==> config.mk <==
export PLATFORM = sky130hd
export DESIGN_NAME = point_xfer_seq
export DESIGN_NICKNAME = d
export VERILOG_FILES = /design/src/rtl/ptseq_pkg.sv /design/src/rtl/ptseq_datapath.sv /design/src/rtl/ptseq_ctrl.sv /design/src/rtl/point_xfer_seq.sv
export SDC_FILE = /design/constraint.sdc
export NUM_CORES = 1
export LEC_CHECK = 0
export ABC_AREA = 1
export ABC_CLOCK_PERIOD_IN_PS = 1650
export BUFFER_PORTS_ARGS = -buffer_cell sky130_fd_sc_hd__clkbuf_2
export CAP_MARGIN = 10
export CORE_MARGIN = 10
export CORE_UTILIZATION = 50
export DETAILED_ROUTE_END_ITERATION = 7
export GPL_ROUTABILITY_DRIVEN = 0
export HOLD_SLACK_MARGIN = 0.12
export PLACE_DENSITY = 0.73
export RECOVER_POWER = 50
export SLEW_MARGIN = 20
export SYNTH_ARGS = -nofsm -noshare
export SYNTH_HDL_FRONTEND = slang
export SYNTH_SLANG_ARGS = --single-unit
==> constraint.sdc <==
create_clock -name clk -period 1.65 [get_ports clk]
set_input_delay 0.2475 -clock clk [delete_from_list [all_inputs] [get_ports clk]]
set_output_delay 0.2475 -clock clk [all_outputs]
set_load 0.005 [all_outputs]
==> src/rtl/ptseq_pkg.sv <==
package ptseq_pkg;

  typedef enum logic [2:0] {
    S_IDLE,
    S_COPY,
    S_WCHK,
    S_SETTLE,
    S_BEAM,
    S_REQ,
    S_FRAME,
    S_CLOAD
  } ptseq_state_e;

  typedef struct packed {
    logic loadLow;
    logic selCursor;
    logic loadUp;
  } ptseq_strobe_t;

endpackage

==> src/rtl/ptseq_datapath.sv <==
module ptseq_datapath
  import ptseq_pkg::*;
#(
  parameter int COORD_W = 10
) (
  input  logic                     clk,
  input  logic                     rstN,
  input  ptseq_strobe_t            strb,
  input  logic [2:0][COORD_W-1:0]  hostWord,
  input  logic [2:0][COORD_W-1:0]  curWord,
  output logic [2:0][COORD_W-1:0]  upperWord
);

  logic [2:0][COORD_W-1:0] lowerWord;

  for (genvar a = 0; a < 3; a++) begin : g_axis
    always_ff @(posedge clk) begin
      if (!rstN) begin
        lowerWord[a] <= '0;
        upperWord[a] <= '0;
      end else begin
        if (strb.loadLow)
          lowerWord[a] <= strb.selCursor ? curWord[a] : hostWord[a];
        if (strb.loadUp)
          upperWord[a] <= lowerWord[a];
      end
    end
  end


  upper_stable_chk: assert property (@(posedge clk) disable iff (!rstN)
    !strb.loadUp |=> $stable(upperWord));


  cursor_capture_chk: assert property (@(posedge clk) disable iff (!rstN)
    (strb.loadLow && strb.selCursor) |=> (lowerWord == $past(curWord)));

endmodule

==> src/rtl/ptseq_ctrl.sv <==
module ptseq_ctrl
  import ptseq_pkg::*;
#(
  parameter int SETTLE_CYC = 350,
  parameter int PULSE_W    = 16,
  parameter int FRAME_PTS  = 64
) (
  input  logic          clk,
  input  logic          rstN,
  input  logic          hostReady,
  input  logic          winOut,
  output ptseq_strobe_t strb,
  output logic          newPointReq,
  output logic          intensity,
  output logic          framePulse,
  output logic          cursorSel
);

  localparam int MAX_CNT = (SETTLE_CYC > PULSE_W) ? SETTLE_CYC : PULSE_W;
  localparam int CNT_W   = $clog2(MAX_CNT + 1);
  localparam int PT_W    = $clog2(FRAME_PTS + 1);
  localparam int CHK_W   = $clog2(MAX_CNT + 4) + 1;

  ptseq_state_e     state, nextState;
  logic [CNT_W-1:0] cnt;
  logic [PT_W-1:0]  ptCnt;
  logic             cursorSlot;
  logic             lastPt;
  logic             slotEnd;
  ptseq_state_e     endTarget;

  assign lastPt    = (ptCnt == PT_W'(FRAME_PTS - 1));
  assign endTarget = (!cursorSlot && lastPt) ? S_FRAME : S_REQ;
  assign slotEnd   = ((state == S_WCHK) && winOut) ||
                     ((state == S_BEAM) && (cnt == '0));

  always_comb begin
    strb = '0;
    unique case (state)
      S_IDLE:  strb.loadLow = hostReady;
      S_CLOAD: begin
        strb.loadLow   = 1'b1;
        strb.selCursor = 1'b1;
      end
      S_COPY:  strb.loadUp = 1'b1;
      default: strb = '0;
    endcase
  end

  always_comb begin
    nextState = state;
    unique case (state)
      S_IDLE:   if (hostReady) nextState = S_COPY;
      S_COPY:   nextState = S_WCHK;
      S_WCHK:   nextState = winOut ? endTarget : S_SETTLE;
      S_SETTLE: if (cnt == '0) nextState = S_BEAM;
      S_BEAM:   if (cnt == '0) nextState = endTarget;
      S_REQ:    nextState = S_IDLE;
      S_FRAME:  nextState = S_CLOAD;
      S_CLOAD:  nextState = S_COPY;
      default:  nextState = S_IDLE;
    endcase
  end

  always_ff @(posedge clk) begin
    if (!rstN) begin
      state      <= S_IDLE;
      cnt        <= '0;
      ptCnt      <= '0;
      cursorSlot <= 1'b0;
    end else begin
      state <= nextState;
      if (state == S_WCHK && !winOut)
        cnt <= CNT_W'(SETTLE_CYC - 2);
      else if (state == S_SETTLE && cnt == '0)
        cnt <= CNT_W'(PULSE_W - 1);
      else if (cnt != '0)
        cnt <= cnt - 1'b1;
      if (slotEnd && !cursorSlot)
        ptCnt <= lastPt ? '0 : ptCnt + 1'b1;
      if (state == S_FRAME)
        cursorSlot <= 1'b1;
      else if (state == S_REQ)
        cursorSlot <= 1'b0;
    end
  end

  assign newPointReq = (state == S_REQ);
  assign intensity   = (state == S_BEAM);
  assign framePulse  = (state == S_FRAME);
  assign cursorSel   = cursorSlot;

  logic [CHK_W-1:0] sinceUp;
  logic [CHK_W-1:0] beamLen;

  always_ff @(posedge clk) begin
    if (!rstN) begin
      sinceUp <= '0;
      beamLen <= '0;
    end else begin
      if (strb.loadUp)
        sinceUp <= CHK_W'(1);
      else if (sinceUp != '0 && sinceUp != '1)
        sinceUp <= sinceUp + 1'b1;
      beamLen <= intensity ? beamLen + 1'b1 : '0;
    end
  end


  settle_delay_chk: assert property (@(posedge clk) disable iff (!rstN)
    $rose(intensity) |-> (sinceUp == CHK_W'(SETTLE_CYC + 1)));


  beam_width_chk: assert property (@(posedge clk) disable iff (!rstN)
    $fell(intensity) |-> (beamLen == CHK_W'(PULSE_W)));


  req_single_chk: assert property (@(posedge clk) disable iff (!rstN)
    newPointReq |=> !newPointReq);


  beam_end_req_chk: assert property (@(posedge clk) disable iff (!rstN)
    $fell(intensity) |-> (newPointReq || framePulse));


  frame_cursor_chk: assert property (@(posedge clk) disable iff (!rstN)
    framePulse |=> (cursorSel && !newPointReq));

endmodule

==> src/rtl/point_xfer_seq.sv <==
module point_xfer_seq
  import ptseq_pkg::*;
#(
  parameter int COORD_W   = 10,
  parameter int CLK_MHZ   = 50,
  parameter int SETTLE_NS = 7000,
  parameter int PULSE_W   = 16,
  parameter int FRAME_PTS = 64
) (
  input  logic               clk,
  input  logic               rstN,
  input  logic               hostReady,
  input  logic [COORD_W-1:0] hostX,
  input  logic [COORD_W-1:0] hostY,
  input  logic [COORD_W-1:0] hostZ,
  input  logic [COORD_W-1:0] cursorX,
  input  logic [COORD_W-1:0] cursorY,
  input  logic [COORD_W-1:0] cursorZ,
  input  logic               winOut,
  output logic               newPointReq,
  output logic               intensity,
  output logic               framePulse,
  output logic               cursorSel,
  output logic [COORD_W-2:0] magX,
  output logic [COORD_W-2:0] magY,
  output logic [COORD_W-2:0] magZ,
  output logic [2:0]         negRef
);

  localparam int SETTLE_CYC = CLK_MHZ * SETTLE_NS / 1000;

  ptseq_strobe_t            strb;
  logic [2:0][COORD_W-1:0]  hostWord;
  logic [2:0][COORD_W-1:0]  curWord;
  logic [2:0][COORD_W-1:0]  upperWord;

  assign hostWord = {hostZ, hostY, hostX};
  assign curWord  = {cursorZ, cursorY, cursorX};

  ptseq_ctrl #(
    .SETTLE_CYC (SETTLE_CYC),
    .PULSE_W    (PULSE_W),
    .FRAME_PTS  (FRAME_PTS)
  ) u_ctrl (
    .clk         (clk),
    .rstN        (rstN),
    .hostReady   (hostReady),
    .winOut      (winOut),
    .strb        (strb),
    .newPointReq (newPointReq),
    .intensity   (intensity),
    .framePulse  (framePulse),
    .cursorSel   (cursorSel)
  );

  ptseq_datapath #(
    .COORD_W (COORD_W)
  ) u_dp (
    .clk       (clk),
    .rstN      (rstN),
    .strb      (strb),
    .hostWord  (hostWord),
    .curWord   (curWord),
    .upperWord (upperWord)
  );

  for (genvar a = 0; a < 3; a++) begin : g_sign
    assign negRef[a] = upperWord[a][COORD_W-1];
  end

  assign magX = upperWord[0][COORD_W-2:0];
  assign magY = upperWord[1][COORD_W-2:0];
  assign magZ = upperWord[2][COORD_W-2:0];

endmodule

Word-level counts from Yosys, hierarchy flattened
Index checks and enable logic that the tools add are counted.
{"block": "op_classes", "n_reduce_logical": 18, "n_eq_ne": 11, "mux": 18, "addsub": 2, "bitwise_logic": 1}
{"op": "2-to-1 mux 10 bit", "n": 3}
{"op": "2-to-1 mux 9 bit", "n": 3}
{"op": "case mux 3 bit (8 select lines)", "n": 1}
{"op": "== test 3 bit (second input constant)", "n": 4}
{"op": "2-to-1 mux 3 bit", "n": 4}
{"op": "zero test 9 bit", "n": 1}
{"op": "nonzero test 9 bit", "n": 1}
{"op": "subtractor 9 x 1 -> 9 bit (second input constant)", "n": 1}
{"op": "adder 7 x 1 -> 7 bit (second input constant)", "n": 1}
{"op": "== test 7 x 6 -> 1 bit (second input constant)", "n": 1}
{"op": "2-to-1 mux 7 bit", "n": 1}
{"op": "== test 3 x 2 -> 1 bit (second input constant)", "n": 2}
{"op": "logical AND 1 bit", "n": 6}
{"op": "2-to-1 mux 1 bit", "n": 4}
{"op": "!= test 2 x 1 -> 1 bit (second input constant)", "n": 2}
{"op": "nonzero test 2 bit", "n": 2}
{"op": "== test 3 x 1 -> 1 bit (second input constant)", "n": 1}
{"op": "zero test 3 bit", "n": 1}
{"op": "AND reduction 3 bit", "n": 1}
{"op": "nonzero test 3 bit", "n": 1}
{"op": "OR reduction 3 bit", "n": 1}
{"op": "zero test 1 bit", "n": 2}
{"op": "2-to-1 mux 2 bit", "n": 1}
{"op": "!= test 2 bit (second input constant)", "n": 1}
{"op": "4 further kinds", "n": 4}
{"block": "totals", "inputBits": 64, "reg_bits": 80, "out_inout_bits": 34, "elab_cells": 62}

Longest topological paths before layout
Gate-level depths: netlist of run 1.
{"block": "depth", "word_depth": 5, "mapped_depth": 10, "depth_no_buf": 10}

Modules after synthesis
From an unflattened synthesis of run 1, not the netlist that was laid out.
{"block": "unflattened", "cells_unflattened": 572, "area_unflattened_um2": 3871.2}
{"mod": "ptseq_datapath", "n_inst": 1, "cells_each": 388, "seq_area_each_um2": 1201.2, "area_per_inst_um2": 2538.7}
{"mod": "ptseq_ctrl", "n_inst": 1, "cells_each": 184, "seq_area_each_um2": 400.4, "area_per_inst_um2": 1332.5}

Least setup slack after synthesis of run 1
OpenSTA, ideal clock, no wires.
{"block": "synth_timing", "path_type": "reg2reg", "from": "register u_ctrl.ptCnt[0]", "to": "register u_ctrl.state[0]", "required_time_ns": 1.533, "path_slack_ns": 0.260, "setup_ns": 0.117, "synth_period_minus_slack_ns": 1.390, "t_arrival_ns": 1.274, "path_stages_with_launch": 11, "path_buffers": 0, "cell_sequence": "dfxtp_1 ha_1 nand2_1 inv_1 nand2_1 nor2_1 nand2_1 nand2_1 inv_1 nor3_1 nor2_1"}
{"block": "synth_between", "elab_chain_len": 5, "elab_cells_between_ends": 6, "classes_between": "eq/ne: 1; mux: 4; reduce/logical: 1"}
{"item": "from (decl)", "line_no": "ptseq_ctrl.sv:26", "text": "logic [PT_W-1:0] ptCnt;"}
{"item": "from (signal assigned)", "line_no": "ptseq_ctrl.sv:80", "text": "ptCnt <= lastPt ? '0 : ptCnt + 1'b1;"}
{"item": "== test 7 x 6 -> 1 bit (*)", "line_no": "ptseq_ctrl.sv:32", "text": "assign lastPt = (ptCnt == PT_W'(FRAME_PTS - 1));"}
{"item": "logical AND 1 bit (*)", "line_no": "ptseq_ctrl.sv:33", "text": "assign endTarget = (!cursorSlot && lastPt) ? S_FRAME : S_REQ;"}
{"item": "2-to-1 mux 2 bit (*)", "line_no": "ptseq_ctrl.sv:33"}
{"item": "2-to-1 mux 3 bit, on equally long branches", "line_no": "ptseq_ctrl.sv:57, ptseq_ctrl.sv:55"}
{"item": "case mux 3 bit (8 select lines) (*)", "line_no": "ptseq_ctrl.sv:52", "text": "unique case (state)"}
{"item": "to (signal assigned)", "line_no": "ptseq_ctrl.sv:72", "text": "state <= nextState;"}
{"item": "to (decl)", "line_no": "ptseq_ctrl.sv:24", "text": "ptseq_state_e state, nextState;"}
Mark *: on every way between the ends. The rest lies on a longest branch, timed or not. The select of a mux whose other input is x is not followed.
A chain may end at the register's enable or synchronous reset.

Worst setup path in the final report of run 1
{"block": "layout_timing", "from": "register u_ctrl.cnt[0]", "to": "register u_ctrl.cnt[3]"}
{"block": "layout_between", "elab_chain_len": 4, "elab_cells_between_ends": 8, "classes_between": "add/sub: 1; mux: 3; reduce/logical: 4"}
{"item": "from (decl)", "line_no": "ptseq_ctrl.sv:25", "text": "logic [CNT_W-1:0] cnt;"}
{"item": "from (signal assigned)", "line_no": "ptseq_ctrl.sv:74", "text": "cnt <= CNT_W'(SETTLE_CYC - 2);"}
{"item": "from (signal assigned)", "line_no": "ptseq_ctrl.sv:76", "text": "cnt <= CNT_W'(PULSE_W - 1);"}
{"item": "from (signal assigned)", "line_no": "ptseq_ctrl.sv:78", "text": "cnt <= cnt - 1'b1;"}
{"item": "subtractor 9 x 1 -> 9 bit / zero test 9 bit (equally long branches)", "line_no": "ptseq_ctrl.sv:78, ptseq_ctrl.sv:75"}
{"item": "2-to-1 mux 9 bit / logical AND 1 bit (equally long branches)", "line_no": "ptseq_ctrl.sv:77, ptseq_ctrl.sv:75"}
{"item": "2-to-1 mux 9 bit", "line_no": "ptseq_ctrl.sv:75", "text": "else if (state == S_SETTLE && cnt == '0)"}
{"item": "2-to-1 mux 9 bit", "line_no": "ptseq_ctrl.sv:73", "text": "if (state == S_WCHK && !winOut)"}
Parallel ways exist; a longest one is shown, timed or not. The select of a mux whose other input is x is not followed.

==> results by group, run 1 <==
Place
  – Placed cell count: 632
  – Port buffer count: between 90 and 100
  – Final HPWL DP: 6300 um
  – Area after DPL: about 0.004 sq mm

Layout
  – Most frequent cells in the layout: nand2_1 (95), dfxtp_1 (77), nor2_1 (75)
  – Nets: 631
  – Fin area: 0.00421 sq mm
  – Final core occ: between 60% and 70%
  – Layout area overhead: 23.6%
  – # diodes: 0
  – Finished Layout Cells: 650
  – Commonest non-fill, non-tap cell in the layout: nand2_1
  – Share of layout cells above drive strength 1: between 20% and 30%

Global routing
  – Vias in the first global route: 3219
  – Total GRT Usage: 17.0%
  – First-pass GRT wire length: 14500 um
  – Initial antenna violation count: 0
  – Remaining global-route overflow: 0
  – Pin count of the biggest net entering global routing: 61

STA
  – TNS Setup: 0 ns
  – Final Slew Violations: 0
  – Slew at the pin closest to its max-slew limit: 0.469 ns
  – Crit share post-route: 91.1%
  – Setup Viol. Count Final: 0
  – Max_slew headroom: 68.7%
  – FMAX: about 670 MHz
  – Minimum clock period after layout: 1.50 ns
  – Clk_skew: 0.00507 ns
  – Hold Fails Final Rpt: 0

Synth
  – Register area share after synthesis: 47.1%
  – Mapped cell area: 0.00340 sq mm
  – Mux cell area share after synthesis: 0%
  – Syn_area_per_cell: 7.21 sq um
  – Post-synthesis adder-cell area fraction: 0.736%
  – Net Count, Synth: 538
  – Yosys warnings: 0
  – Synth unique cells: 27
  – Complex-gate fraction of the synthesized area: 17.9%
  – Yosys reg bits: 80
  – Synth Area in Simple Gates: 26.3%
  – Largest family of logic cells by synthesized area: simple AND/OR/NAND/NOR gates
  – Synth Instances: 472
  – Xor and xnor area share after synthesis: 1.03%

Die
  – Die W: just over 100 um
  – Ports: slightly below 100
  – Core Rows: 30
  – Initial core utilization: about half
  – Die span in y: 102 um
  – Area of the die: ~0.011 sq mm
  – Core area: 0.00672 sq mm

Routing
  – Met2 Wirelength: 3960 um
  – Initial DRC count: 91
  – Overall routed net length: 8690 um
  – Remaining DRCs: 0
  – DR pass1 iterations: 4
  – Met3 wire length: ~540 um
  – Top sig layer: met4
  – Routed Antenna Nets: 0
  – Vias per cell: 5.08
  – M1 WL: 4110 um
  – Vias: 3305
  – Wire length per cell: 13.4 um

Clock tree
  – Worst skew pair latency: ~0.34 ns
  – CTS tree: yes
  – Root Driver: clkbuf_8
  – Worst-path clk slew: 0.08 ns
  – Clock Path Buffers: 2
  – Clock sink count: 80
  – Post-CTS setup buffers: 0
  – H-tree levels: 3
  – Total CTS buffers: 9

Setup path
  – Setup crit start: u_ctrl.cnt[0]
  – Worst endpoint required time: 1.89 ns
  – CP endpoint kind: flip-flop
  – CP max FO: 8
  – Crit Path Category: reg2reg
  – Critical Path AT: between 1.5 and 2 ns
  – Reg2Reg Launch Point: u_ctrl.cnt[0]
  – Startpoint Class: flip-flop

Outcome
  – Status: complete, no violations

Hold path
  – Hold Path Origin: cursorZ[4]
  – Worst hold path class: in2reg

Pwr
  – Maximum VDD drop: 639 uV
  – Cell Pwr Density: roughly 1500 mW/mm^2
  – Leakage: ~2.0 nW

Run
  – Max-cap violations: 0
[report_power, final]
| part | switching [W] | internal [W] | total (W) |
|---|---|---|---|
| clock network | 0.000713 | 0.000749 | 0.00146 |
| logic | 0.00119 | 0.000772 | 0.00196 |
| registers | 0.000323 | 0.00244 | 0.00277 |
| total | 0.00222 | 0.00396 | 0.00618 |
[critical path, cell delays in order (launching register included)]
cell and delay (ns):
dfxtp_1 0.33, inv_1 0.09, ha_2 0.20, nand2_2 0.09
nor2_2 0.15, nand2_2 0.09, buf_4 0.17, nand2_1 0.06
nand4_1 0.09, nand2_1 0.08, inv_1 0.04
[synth_stat cells]
cell type / n / area [sq um]
inv_2: 5 / 18.8
a21oi_1: 16 / 80.1
nor3_1: 6 / 30.0
or2_1: 1 / 6.26
buf_2: 8 / 40.0
inv_1: 21 / 78.8
nand4_1: 3 / 18.8
nor3_2: 1 / 10.0
a211oi_1: 2 / 15.0
nor2_1: 76 / 285
or2_2: 2 / 12.5
clkbuf_1: 18 / 67.6
nand2_2: 3 / 18.8
nand3b_1: 1 / 7.51
dfxtp_1: 80 / 1600
nor2_2: 2 / 12.5
a21o_1: 1 / 7.51
xnor2_1: 1 / 8.76
a31oi_1: 30 / 188
buf_4: 4 / 30.0
o21ai_0: 28 / 140
nand2_1: 98 / 368
nand3_2: 1 / 10.0
nand3_1: 23 / 115
ha_1: 2 / 25.0
o21ai_1: 36 / 180
xor2_1: 3 / 26.3
[metal layers]
metal	GRT usage [%]	vias up
met2	25.9	95
li1	-	1753
met1	22.2	1451
met3	4.46	6
met4	6.72	0
met5	0	-
[sequential cells by signal (all words and copies together) (netlist names)]
name              cells
u_ctrl.cnt            9
u_ctrl.cursorSel      1
u_ctrl.ptCnt          7
u_ctrl.state          3
u_dp.lowerWord       30
u_dp.upperWord       30
[path summary, 6_finish.rpt]
| path | to | slack [ns] | depth (start not counted) |
|---|---|---|---|
| max | u_ctrl.cnt[3] | 0.15 | 10 |
| min | u_dp.lowerWord[24] | 0.14 | 3 |
| min reg2reg | u_ctrl.ptCnt[6] | 0.46 | 2 |
| max reg2reg | u_ctrl.cnt[3] | 0.15 | 10 |
[timing repair]
action,in CTS,in global routing
gates resized for setup,0,11
endpoints found under the hold margin,2,0
setup endpoints to repair,0,16
hold buffers,2,0
[metrics by stage]
| step | hold WS [ns] | setup slack (ns) | total power, W |
|---|---|---|---|
| floorplan | 0.409 | 0.260 | 0.00406 |
| global placement | 0.442 | 0.152 | 0.00477 |
| detailed placement | 0.456 | 0.122 | 0.00480 |
| CTS | 0.120 | 0.0646 | 0.00628 |
| global route | 0.135 | -0.0169 | 0.00666 |
| finish | 0.141 | 0.147 | 0.00618 |
[logic make-up (layout without fill, tap and decap cells)]
family                   count (synthesis)  after routing
AND/OR/NAND/NOR                        217            217
adder cells (fa/ha/maj)                  2              2
buffers and inverters                   56            154
AO/OA/AOI/OAI                          113            113
XOR/XNOR                                 4              4
flip-flops                              80             80
[cell type report]
| type | count | area, sq um |
|---|---|---|
| tap | 80 | 100 |
| clock inverter | 6 | 66.3 |
| sequential | 80 | 1610 |
| inverter | 26 | 97.6 |
| multi-input combinational | 336 | 1600 |
| fill | 627 | 2510 |
| clock buffer | 10 | 138 |
| timing repair buffer | 112 | 601 |
No activity file was read; power rests on OpenSTA's default activity.
==> run 2, diff against run 1 <==
--- a/config.mk
+++ b/config.mk
@@ -16,6 +16,7 @@
 export HOLD_SLACK_MARGIN = 0.12
 export PLACE_DENSITY = 0.73
 export RECOVER_POWER = 50
+export SETUP_SLACK_MARGIN = 0.4
 export SLEW_MARGIN = 20
 export SYNTH_ARGS = -nofsm -noshare
 export SYNTH_HDL_FRONTEND = slang
==> results by group, run 2 (same netlist as run 1, synthesis figures left out) <==
Setup path
  – CP endpoint kind: flip-flop
  – CP max FO: 7
  – Worst endpoint required time: 1.93 ns
  – Critical Path AT: 1.78 ns
  – Crit Path Category: reg2reg
  – Startpoint Class: flip-flop

Die
  – Core Rows: 30
  – Area of the die: 0.0105 sq mm
  – Core area: 0.00672 sq mm
  – Die span in y: 102 um
  – Ports: slightly below 100
  – Initial core utilization: about half
  – Die W: between 100 and 150 um

Routing
  – Vias: 3885
  – Remaining DRCs: 0
  – Routed Antenna Nets: 0
  – Overall routed net length: approximately 12000 um
  – Wire length per cell: 17.6 um
  – Initial DRC count: 342
  – Vias per cell: 5.62
  – DR pass1 iterations: 5

Layout
  – Commonest non-fill, non-tap cell in the layout: nand2_1
  – Fin area: between 0.005 and 0.006 sq mm
  – Layout area overhead: 50.1%
  – Fillers: 468
  – Most frequent cells in the layout: nand2_1 (85), dfxtp_1 (72), nor2_1 (68), clkbuf_2 (68), o21ai_1 (40)
  – Share of layout cells above drive strength 1: between 30% and 40%
  – # diodes: 0
  – Largest regs: u_dp.lowerWord: 30 flops, u_dp.upperWord: 30 flops, u_ctrl.cnt: 9 flops
  – Nets: between 600 and 700

STA
  – Worst hold slack: between 0.1 and 0.15 ns
  – RSZ-0062 raised after global routing: yes
  – FMAX: 668 MHz
  – Max_slew headroom: 68.6%
  – Clk_skew: 0.0147 ns
  – Setup Viol. Count Final: 0
  – Minimum clock period after layout: 1.50 ns
  – Slew at the pin closest to its max-slew limit: around 0.47 ns
  – Final Slew Violations: 0
  – TNS Setup: 0 ns
  – Crit share post-route: 90.8%
  – Hold Fails Final Rpt: 0

Place
  – Port buffer count: 97
  – Final HPWL DP: 6270 um
  – Area after DPL: 0.00402 sq mm

Clock tree
  – Clock Path Buffers: 2
  – Total CTS buffers: 9
  – CTS tree: yes
  – Worst skew pair latency: approximately 0.36 ns
  – Root Driver: clkbuf_8
  – Worst-path clk slew: 0.09 ns
  – H-tree levels: 3
  – Clock sink count: 80

Run
  – Max-cap violations: 0

Pwr
  – Leakage: 2.29 nW
  – Final Power: just over 0.008 W
  – Cell Pwr Density: 1620 mW/mm^2
  – Maximum VDD drop: 872 uV

Global routing
  – Remaining global-route overflow: 0
  – Initial antenna violation count: 0
  – Total GRT Usage: 21.2%
  – Pin count of the biggest net entering global routing: 45
  – First-pass GRT wire length: 17600 um
  – Vias in the first global route: roughly 3700

Hold path
  – Worst hold path class: in2reg

Outcome
  – Status: complete, no violations
run 2: changes by cell type in the layout (fill, tap and decap cells not counted), moves of 6 or more:
cell / delta
buf_6: +10
nand2_4: +7
nor2_1: -7
o21ai_0: -13
nor2_4: +6
inv_1: -7
nand2_1: -10
buf_4: +21
nand3_1: -6
o21ai_2: +8
run 2: per-stage QoR:
step	cells	util, %	setup slack, ns
3_5_place_dp	628	59.9	0.173
3_3_place_gp	628	59.9	0.246
4_1_cts	681	72.6	0.284
2_1_floorplan	472	-	0.401
6_report	691	76.0	0.152
5_1_grt	691	76.0	0.110
run 2: what timing repair did:
item	in CTS	in global routing
buffers inserted	30	6
setup endpoints to repair	82	82
hold buffers	0	1
pin swaps	10	34
hold endpoints to repair	0	1
gates cloned	7	3
gates resized for setup	57	58
run 2: final timing paths:
| check | endpoint | slack [ns] | cells past startpoint | start |
|---|---|---|---|---|
| hold / removal | u_dp.lowerWord[23] | 0.12 | 3 | cursorZ[3] |
| setup / recovery | u_dp.lowerWord[22] | 0.15 | 8 | u_ctrl.state[0] |
| setup reg to reg | u_dp.lowerWord[22] | 0.15 | 8 | u_ctrl.state[0] |
| hold reg to reg | u_dp.upperWord[20] | 0.48 | 2 | u_dp.lowerWord[20] |
run 2: area by class of cell:
type,instances,area (sq um),area share (%)
clock buffers,10,138,2.70
clock inverters,6,115,2.25
inverters,26,109,2.13
multi-input cells,337,1870,36.5
flip-flops and latches,80,1620,31.8
well taps,80,100,1.96
repair buffers,152,1150,22.6
run 2: worst max-delay path, cell delays in order, from the launching register on:
cell and delay [ns]:
dfxtp_4 0.39, nor2_4 0.16, nand2_1 0.13, inv_2 0.10, nand2_2 0.06, nand2_4 0.09
bufbuf_16 0.28, o21ai_1 0.06, a31oi_1 0.15
run 2: power by group:
part           internal, W  switching (W)  leakage (nW)
combinational      0.00174        0.00189          1.50
sequential         0.00245       0.000384         0.663
clock              0.00105       0.000772         0.123
total              0.00525        0.00304          2.29
run 2: routing by layer:
metal,global-route usage [%],vias to the layer above,wire length (um)
li1,-,1834,-
met1,25.3,1790,4890
met2,35.6,218,5930
met3,5.00,43,986
met4,8.79,0,337
met5,0,-,0
